==> src/rtl/ttrip_pkg.sv <==
package ttrip_pkg;
    // Default width of one register field
    parameter int unsigned TT_FIELD_W = 8;

    // Field slots inside the register word (order is the readback layout)
    typedef enum logic [1:0] {
        SLOT_CAT = 2'd0,
        SLOT_HOT = 2'd1,
        SLOT_AUX = 2'd2,
        SLOT_REL = 2'd3
    } tt_slot_e;

    localparam int unsigned TT_NUM_SLOTS   = 4;
    localparam int unsigned TT_NUM_TARGETS = 3;

    // A slot is write-protected by the lock input unless it is the auxiliary one
    function automatic bit slot_lockable(input int unsigned idx);
        return idx != int'(SLOT_AUX);
    endfunction
endpackage

==> src/rtl/ttrip_field.sv <==
module ttrip_field #(
    parameter int unsigned W        = 8,
    parameter bit          LOCKABLE = 1'b1
) (
    input  logic         clk,
    input  logic         rst,
    input  logic         wr_en,
    input  logic         be,
    input  logic [W-1:0] wdata,
    input  logic         lock,
    output logic [W-1:0] q
);
    logic blocked;
    logic take;

    assign blocked = LOCKABLE && lock;
    assign take    = wr_en && be && !blocked;

    always_ff @(posedge clk) begin
        if (rst)       q <= '0;
        else if (take) q <= wdata;
    end

    // Field clears on reset
    assert_reset_clear_R2: assert property (@(posedge clk) rst |=> (q == '0));

    // Locked write leaves the field untouched
    generate
        if (LOCKABLE) begin : g_lock_chk
            assert_locked_hold_R6: assert property (@(posedge clk) disable iff (rst)
                (wr_en && be && lock) |=> $stable(q));
        end
    endgenerate

    // Disabled byte lane leaves the field untouched
    assert_be_gate_R7: assert property (@(posedge clk) disable iff (rst)
        (!be || !wr_en) |=> $stable(q));

    // Accepted write lands in the next cycle
    assert_write_lands_R9: assert property (@(posedge clk) disable iff (rst)
        (wr_en && be && !(LOCKABLE && lock)) |=> (q == $past(wdata)));
endmodule

==> src/rtl/ttrip_reltemp.sv <==
module ttrip_reltemp #(
    parameter int unsigned W = 8
) (
    input  logic         clk,
    input  logic         rst,
    input  logic [W-1:0] sens_temp,
    input  logic         sens_valid,
    input  logic [W-1:0] hot,
    input  logic         mode_analog,
    output logic [W-1:0] rel
);
    localparam int DW      = W + 1;
    localparam int SAT_MAX = (1 << (W - 1)) - 1;

    localparam logic signed [DW-1:0] POS_LIM = DW'(SAT_MAX);
    localparam logic signed [DW-1:0] NEG_LIM = -DW'(SAT_MAX);
    localparam logic [W-1:0]         MIN_CODE = {1'b1, {(W-1){1'b0}}};

    logic [W-1:0]          sample_q;
    logic signed [DW-1:0]  diff;
    logic signed [DW-1:0]  clipped;

    always_ff @(posedge clk) begin
        if (rst)             sample_q <= '0;
        else if (sens_valid) sample_q <= sens_temp;
    end

    always_comb begin
        diff = $signed({1'b0, sample_q}) - $signed({1'b0, hot});
        if (diff > POS_LIM)      clipped = POS_LIM;
        else if (diff < NEG_LIM) clipped = NEG_LIM;
        else                     clipped = diff;
    end

    assign rel = mode_analog ? hot : clipped[W-1:0];

    // Symmetric clip: the most negative code never appears in thermometer mode
    assert_no_min_code_R4: assert property (@(posedge clk) disable iff (rst)
        !mode_analog |-> (rel != MIN_CODE));

    // Sign follows the comparison of the fresh sample with the hot target
    assert_sign_above_R3: assert property (@(posedge clk) disable iff (rst)
        (sens_valid && sens_temp > hot) ##1 ($stable(hot) && !mode_analog)
            |-> (!rel[W-1] && rel != '0));
    assert_sign_below_R3: assert property (@(posedge clk) disable iff (rst)
        (sens_valid && sens_temp < hot) ##1 ($stable(hot) && !mode_analog)
            |-> rel[W-1]);

    // Without a strobe or a hot rewrite the reported value holds
    assert_hold_R8: assert property (@(posedge clk) disable iff (rst)
        (!sens_valid && !mode_analog) ##1 ($stable(hot) && !mode_analog)
            |-> $stable(rel));
endmodule

==> src/rtl/thermal_trip_reg.sv <==
module thermal_trip_reg
    import ttrip_pkg::*;
#(
    parameter int unsigned FIELD_W = TT_FIELD_W
) (
    input  logic                 clk,
    input  logic                 rst,
    input  logic                 wr_en,
    input  logic [3:0]           wr_be,
    input  logic [4*FIELD_W-1:0] wr_data,
    output logic [4*FIELD_W-1:0] rd_data,
    input  logic [FIELD_W-1:0]   sens_temp,
    input  logic                 sens_valid,
    input  logic                 mode_analog,
    input  logic                 lock,
    output logic [FIELD_W-1:0]   aux_trip,
    output logic [FIELD_W-1:0]   hot_trip,
    output logic [FIELD_W-1:0]   cat_trip
);
    localparam int unsigned REG_W = TT_NUM_SLOTS * FIELD_W;

    logic [FIELD_W-1:0] target [TT_NUM_TARGETS];
    logic [FIELD_W-1:0] rel;

    generate
        for (genvar gi = 0; gi < TT_NUM_TARGETS; gi++) begin : g_target
            ttrip_field #(
                .W        (FIELD_W),
                .LOCKABLE (slot_lockable(gi))
            ) u_field (
                .clk   (clk),
                .rst   (rst),
                .wr_en (wr_en),
                .be    (wr_be[gi]),
                .wdata (wr_data[gi*FIELD_W +: FIELD_W]),
                .lock  (lock),
                .q     (target[gi])
            );
        end
    endgenerate

    ttrip_reltemp #(.W(FIELD_W)) u_rel (
        .clk         (clk),
        .rst         (rst),
        .sens_temp   (sens_temp),
        .sens_valid  (sens_valid),
        .hot         (target[SLOT_HOT]),
        .mode_analog (mode_analog),
        .rel         (rel)
    );

    // Top lane write data and enable are deliberately unused
    logic unused_top;
    assign unused_top = wr_be[SLOT_REL] ^ (^wr_data[REG_W-1 -: FIELD_W]);

    assign cat_trip = target[SLOT_CAT];
    assign hot_trip = target[SLOT_HOT];
    assign aux_trip = target[SLOT_AUX];
    assign rd_data  = {rel, target[SLOT_AUX], target[SLOT_HOT], target[SLOT_CAT]};

    // Analog readback tracks a hot target rewrite into the next cycle
    assert_analog_hot_R5: assert property (@(posedge clk) disable iff (rst)
        (wr_en && wr_be[SLOT_HOT] && !lock) ##1 mode_analog
            |-> (rd_data[REG_W-1 -: FIELD_W] == $past(wr_data[SLOT_HOT*FIELD_W +: FIELD_W])));

    // Exported aux target is observed in its readback slot
    assert_aux_export_R1: assert property (@(posedge clk) disable iff (rst)
        (wr_en && wr_be[SLOT_AUX]) |=> (aux_trip == rd_data[SLOT_AUX*FIELD_W +: FIELD_W]));
endmodule

==> config.mk <==
export PLATFORM = sky130hd
export DESIGN_NAME = thermal_trip_reg
export DESIGN_NICKNAME = d
export VERILOG_FILES = /design/src/rtl/ttrip_pkg.sv /design/src/rtl/ttrip_field.sv /design/src/rtl/ttrip_reltemp.sv /design/src/rtl/thermal_trip_reg.sv
export SDC_FILE = /design/constraint.sdc
export NUM_CORES = 1
export LEC_CHECK = 0
export ABC_CLOCK_PERIOD_IN_PS = 2500
export BUFFER_PORTS_ARGS = -buffer_cell sky130_fd_sc_hd__buf_2
export CAP_MARGIN = 30
export CORE_ASPECT_RATIO = 0.5
export CORE_UTILIZATION = 47
export DETAILED_ROUTE_END_ITERATION = 8
export PLACE_DENSITY = 0.81
export SETUP_SLACK_MARGIN = 0.02
export SLEW_MARGIN = 15
export SYNTH_ARGS = -nofsm -noshare
export SYNTH_HDL_FRONTEND = slang
export SYNTH_HIERARCHICAL = 1
export SYNTH_SLANG_ARGS = --single-unit
export TNS_END_PERCENT = 1
==> constraint.sdc <==
create_clock -name clk -period 2.5 [get_ports clk]
set_input_delay 0.125 -clock clk [delete_from_list [all_inputs] [get_ports clk]]
set_output_delay 0.125 -clock clk [all_outputs]
set_load 0.05 [all_outputs]
==> results.cfg, run 1 <==
[global_route]
grt_pass1_vias = 1780
gr-total-overflow = 0
grt_max_degree = 49
antenna_found_initial = 0
grt_use_total_pct = 20.8
grt_pass1_wl_um = 8200

[critical_path]
max_stage_delay_ps = 440
worstRegToRegCells = 2
cp.required_ps = 2380
start_kind = flip-flop
path_cells = ha_1 -> nand3b_1 -> a211oi_1 -> o311ai_0 -> nor4_1 -> nand4b_1 -> nand3_1 -> buf_4
r2r-start = g_target[2].u_field/q[5]
worstPathMaxFanout = 6
critPathSlowestCell = dfxtp_1
crit_arrival_ps = 2310
ff2ff_setup_slack_ps = 1730
crit_family = simple AND/OR/NAND/NOR gates
crit_buf_inv = 1
endpoint_kind = primary output
crit_type = reg -> out
r2r-end = g_target[2].u_field/q[5]

[drt]
first_iter_violations = 80
drc = 0
drtPass1Iterations = 4
routed_wl_um = 5270
wl_per_cell_um = 14.2
via_per_inst = 5.13
drtAntennaViolNets = 0
via_count = 1905

[sta]
slew_viol_final = 0
max_slew_margin_pct = 56.0
hold_viol = 0
fin_skew_ps = 0
worst_slew_pin_slew_ps = 660
setup_ws_ps = 67.7
period_share_pct = 97.3
rsz0062_at_grt = yes
finalCriticalPeriod_ps = 2430
whs_ps = 83.6
setup_viol = 0
max_freq_mhz = 411

[yosys]
yosys-top-cells-area = dfxtp_1, mux2i_1, nand2b_1
yosysSeqAreaShare_pct = 28.9
synth_edf_count = 0
synthCells = 243
synthArstFlopShare_pct = 0
synth_ff_type = dfxtp_1
ys_seq_elements = 32
yosys.cell_types.count = 47
yosysTopAreaCellShare_pct = 28.9
syn_nets = 302
syn_area_per_cell_sq_um = 9.13
yosysWarnings = 6
synth_area_leader_cell = dfxtp_1
syn_area_sq_mm = 0.00222

[finish]
fillCellCount = 374
fin_cells = 371
antenna_cells = 0
drive_gt1_share_pct = 44.9
syn_to_final_growth_pct = 25.2
nNetsFinal = 373

[min_path]
hp-class = in -> reg
min_to = u_rel/sample_q[0]
min-delay-start = sens_temp[0]
holdPathStages = 3

[power_and_ir_drop]
peakVddDrop_mv = 0.297
p_leak_nw = 1.32
powerDensity_mw_per_mm2 = 570
power.total_mw = 1.58

[clock_tree]
htreeDepth = 2
cts_made_buffers = 5
clock-root-buffer = clkbuf_8
cts_sinks = 32
clk_latency_ps = 270
clockBufferDepth = 2
clk_pin_slew_ps = 60
cts_tree = done

[floorplanning]
design.die.area_sq_mm = 0.00502
fp-row-count = 17
dieWidth_um = 99.2
coreArea_sq_mm = 0.00447
die_h_um = 50.6
start_util_pct = 49.7
ios = 106

[job]
cap_violations = 0

[placement]
routabilityCongestion = 0.843
placedCellCount = 359
place_ws_ps = 168
dp_hpwl_um = 3750
portBuffers = 96

[run_status]
outcome = finished, final reports clean
[area by class of cell]
type | instances | area (sq um) | area share (%)
Multi-Input combinational cell | 162 | 1350 | 48.5
Sequential cell | 32 | 643 | 23.1
Timing Repair Buffer | 102 | 578 | 20.8
Clock buffer | 7 | 96.3 | 3.47
Tap cell | 57 | 71.3 | 2.57
Inverter | 11 | 41.3 | 1.49
[placed cells by master, fill, tap and decap left out, drive strengths merged, types with 2 or more instances in the layout]
| master | Yosys | layout |
|---|---|---|
| o21ai | 2 | 2 |
| buf | 34 | 102 |
| a211oi | 2 | 2 |
| nand2 | 11 | 11 |
| nand2b | 35 | 35 |
| a21oi | 14 | 14 |
| inv | 11 | 11 |
| nand3b | 2 | 2 |
| dfxtp | 32 | 32 |
| and3b | 2 | 2 |
| a21bo | 9 | 9 |
| ha | 9 | 9 |
| xor2 | 2 | 2 |
| nor2 | 12 | 12 |
| nand3 | 10 | 10 |
| a22oi | 6 | 6 |
| mux2i | 24 | 24 |
| xnor2 | 3 | 3 |
| clkbuf | 4 | 7 |
| a31o | 2 | 2 |
| nand4b | 2 | 2 |
[Yosys cell counts, types with 3 or more instances]
library cell,count
a21bo_1,5
a21bo_2,4
a21oi_1,12
a22oi_2,6
buf_2,3
buf_4,24
buf_6,4
clkbuf_1,4
dfxtp_1,32
ha_1,9
inv_1,11
mux2i_1,24
nand2_1,10
nand2b_1,35
nand3_1,10
nor2_1,11
xnor2_1,3
[routing by layer]
metal	share of wire, %	global-route usage, %	vias up
met3	3.9	3.06	15
met5	0	0	-
met4	2.5	9.07	0
li1	-	-	950
met2	50	37.3	66
met1	44	25.2	874
[per-stage QoR]
stage          utilization, %  setup TNS [ps]  area (sq um)
6_report                 62.2               0          2780
5_1_grt                  62.2           -16.0          2780
4_1_cts                  60.7               0          2710
3_5_place_dp             56.4               0          2520
3_3_place_gp             56.4               0          2520
2_1_floorplan               -            -758          2240
[registers in the layout (all words and copies together), names as in the netlist]
name and cells:
g_target.u_field/q 24, u_rel/sample_q 8
[report_power, final]
part           leakage [nW]  switching, mW  internal [mW]
sequential            0.262         0.0176          0.533
combinational          1.01          0.377          0.229
clock                0.0503          0.181          0.245
total                  1.32          0.576           1.01
[worst max path at each step]
stage | from | endpoint | slack (ps) | cells past startpoint
final | g_target[1].u_field/q[0] | rd_data[24] | 70 | 8
after global routing | g_target[1].u_field/q[1] | rd_data[28] | -10 | 9
after CTS | g_target[1].u_field/q[2] | rd_data[24] | 20 | 8
after detailed placement | g_target[1].u_field/q[5] | rd_data[25] | 170 | 9
after global placement | g_target[1].u_field/q[5] | rd_data[28] | 240 | 9
after floorplan | g_target[1].u_field/q[5] | rd_data[25] | -120 | 8
[worst reg2reg max path, stage by stage, from the launching register on]
cell and delay [ps]:
dfxtp_1 350, a21bo_1 210, a21oi_1 140
[kinds of logic (layout without fill, tap and decap cells)]
| kind of cell | Yosys count | in the layout | share of synthesized area, % |
|---|---|---|---|
| AO/OA/AOI/OAI | 44 | 44 | 17.8 |
| XOR/XNOR | 5 | 5 | 1.97 |
| adder cells (fa/ha/maj) | 9 | 9 | 5.07 |
| buffers and inverters | 49 | 120 | 14.4 |
| flip-flops | 32 | 32 | 28.9 |
| multiplexers | 24 | 24 | 10.8 |
| AND/OR/NAND/NOR | 80 | 80 | 21.1 |
[repair_timing]
action | CTS | global route
buffers inserted | 1 | 4
endpoints found under the setup margin | 7 | 7
hold buffers | 0 | 0
pin swaps | 1 | 3
resized for setup | 21 | 7
Note: power is estimated with default switching activity, not from simulation.
==> inputs of run 2 (changes only) <==
--- a/config.mk
+++ b/config.mk
@@ -5,13 +5,13 @@
 export SDC_FILE = /design/constraint.sdc
 export NUM_CORES = 1
 export LEC_CHECK = 0
-export ABC_CLOCK_PERIOD_IN_PS = 2500
+export ABC_CLOCK_PERIOD_IN_PS = 2100
 export BUFFER_PORTS_ARGS = -buffer_cell sky130_fd_sc_hd__buf_2
 export CAP_MARGIN = 30
 export CORE_ASPECT_RATIO = 0.5
-export CORE_UTILIZATION = 47
+export CORE_UTILIZATION = 42
 export DETAILED_ROUTE_END_ITERATION = 8
-export PLACE_DENSITY = 0.81
+export PLACE_DENSITY = 0.77
 export SETUP_SLACK_MARGIN = 0.02
 export SLEW_MARGIN = 15
 export SYNTH_ARGS = -nofsm -noshare
==> constraint.sdc (replaced) <==
create_clock -name clk -period 2.1 [get_ports clk]
set_input_delay 0.105 -clock clk [delete_from_list [all_inputs] [get_ports clk]]
set_output_delay 0.105 -clock clk [all_outputs]
set_load 0.05 [all_outputs]
==> run 2 against run 1 <==
Net effect: the flow now finishes with violations (setup timing); highest routed layer unchanged; critical path type unchanged; final area grew 3.7%; sequential share of layout area shrank 0.052 points; setup slack worse by 250 ps.
==> results.cfg, run 2 (synthesized netlist as in run 1, its figures left out) <==
[global_route]
grt_max_degree = 49
grt_pass1_vias = 1793
grt_use_total_pct = 17.9
antenna_found_initial = 0
gr-total-overflow = 0
grt_pass1_wl_um = 7810

[clock_tree]
clock-root-buffer = clkbuf_8
cts_tree = done
clk_latency_ps = 270
htreeDepth = 2
cts_sinks = 32
clk_pin_slew_ps = 60
cts_made_buffers = 5
clockBufferDepth = 2
hold_buffers = 0

[finish]
final_cell_mix = buf_2, nand2b_1, mux2i_1, dfxtp_1, buf_4
reg_top3 = g_target.u_field/q (24), u_rel/sample_q (8)
antenna_cells = 0
largest_register = g_target.u_field/q
nNetsFinal = 379
largest_reg_flops = 24
drive_gt1_share_pct = 48.8
syn_to_final_growth_pct = 29.9
mostFrequentLayoutCell = buf_2
fin_cells = 390
fillCellCount = 460

[critical_path]
worstPathMaxFanout = 6
cp.required_ps = 2000
max_stage_delay_ps = 360
ff2ff_setup_slack_ps = 1310
critPathSlowestCell = dfxtp_4
endpoint_kind = primary output
path_cells = inv_4 -> ha_4 -> buf_6 -> o21a_1 -> o21ai_1 -> a31o_4 -> nand2_4 -> a31oi_4 -> buf_12 -> a22oi_2 -> buf_6
r2r-start = g_target[2].u_field/q[3]
start_kind = flip-flop
crit_path_start = g_target[1].u_field/q[5]
r2r-end = g_target[2].u_field/q[3]
worstRegToRegCells = 2
crit_type = reg -> out
crit_arrival_ps = 2180
crit_top_cell = buf_6

[sta]
worst_slew_pin_slew_ps = 661
fin_skew_ps = 0
finalCriticalPeriod_ps = 2290
max_freq_mhz = 437
setup_viol = 8
max_slew_margin_pct = 56.0
period_share_pct = 109
slew_viol_final = 0
setup_ws_ps = -186
rsz0062_at_grt = yes
hold_viol = 0
fin_tns_setup_ps = -1350

[min_path]
holdPathStages = 3
min-delay-start = sens_temp[6]
min_to = u_rel/sample_q[6]
hp-class = in -> reg

[floorplanning]
design.die.area_sq_mm = 0.00560
start_util_pct = 44.4
ios = 106
fp-row-count = 18
dieWidth_um = 105
die_h_um = 53.4
coreArea_sq_mm = 0.00500

[run_status]
outcome = finished, violations left
violations = setup timing

[drt]
via_per_inst = 4.90
routed_wl_um = 5190
drc = 0
via_count = 1910
first_iter_violations = 40
drtPass1Iterations = 4
wl_per_cell_um = 13.3
drtAntennaViolNets = 0

[job]
cap_violations = 0

[power_and_ir_drop]
p_leak_nw = 1.35
powerDensity_mw_per_mm2 = 632
power.total_mw = 1.82
peakVddDrop_mv = 0.391

[placement]
portBuffers = 96
dp_hpwl_um = 3720
placedCellCount = 376
routabilityCongestion = 0.877
place_ws_ps = 0.199
==> run 2: cell count changes in the layout (fill, tap and decap cells not counted), sizes merged <==
cell | previous run | this run
clkinv | 0 | 1
clkbuf | 7 | 6
buf | 102 | 108
==> run 2: critical path, delay by kind of cell (launching register included) <==
kind                       cells  cell delay, ps
adders and majority gates      1             260
AOI/OAI and AO/OA              5             700
buffers and inverters          4             500
DFF                            1             360
and+or+nand+nor                1              80
==> run 2: routing by layer <==
layer,share of wire [%],track usage [%]
met1,42,19.2
met2,52,35.4
met3,4.5,3.69
met4,1.4,7.98
met5,0,0
==> run 2: through the flow <==
| step | hold slack, ps | util, % | area, sq um |
|---|---|---|---|
| 6_report | 66.9 | 57.7 | 2880 |
| 5_1_grt | 57.7 | 57.7 | 2880 |
| 4_1_cts | 58.1 | 56.7 | 2830 |
| 3_5_place_dp | 350 | 52.8 | 2640 |
| 3_3_place_gp | 340 | 52.8 | 2640 |
| 2_1_floorplan | 249 | - | 2310 |
==> run 2: worst max-delay path by stage <==
stage / slack, ps / to / cells past startpoint
finish: -190 / rd_data[30] / 11
global route: -280 / rd_data[24] / 8
CTS: -220 / rd_data[30] / 10
detailed placement: 0.2 / rd_data[30] / 9
global placement: 40 / rd_data[27] / 8
floorplan: -90 / rd_data[25] / 8
==> run 2: layout make-up <==
type	count	area, sq um	area share, %
inverter	11	46.3	1.61
clock inverter	1	5.00	0.174
timing repair buffer	108	629	21.8
multi-input combinational	162	1380	47.7
clock buffer	6	72.6	2.52
tap	70	87.6	3.04
sequential	32	666	23.1
==> run 2: what timing repair did <==
| action | CTS | global route |
|---|---|---|
| endpoints found under the setup margin | 8 | 8 |
| resized for setup | 16 | 8 |
| setup buffers | 6 | 1 |
| pin swaps | 8 | 3 |
==> run 2: where the power goes <==
group	switching [mW]	internal [mW]	total, mW
registers	0.0213	0.630	0.651
clock network	0.211	0.225	0.436
logic	0.445	0.289	0.734
total	0.678	1.14	1.82
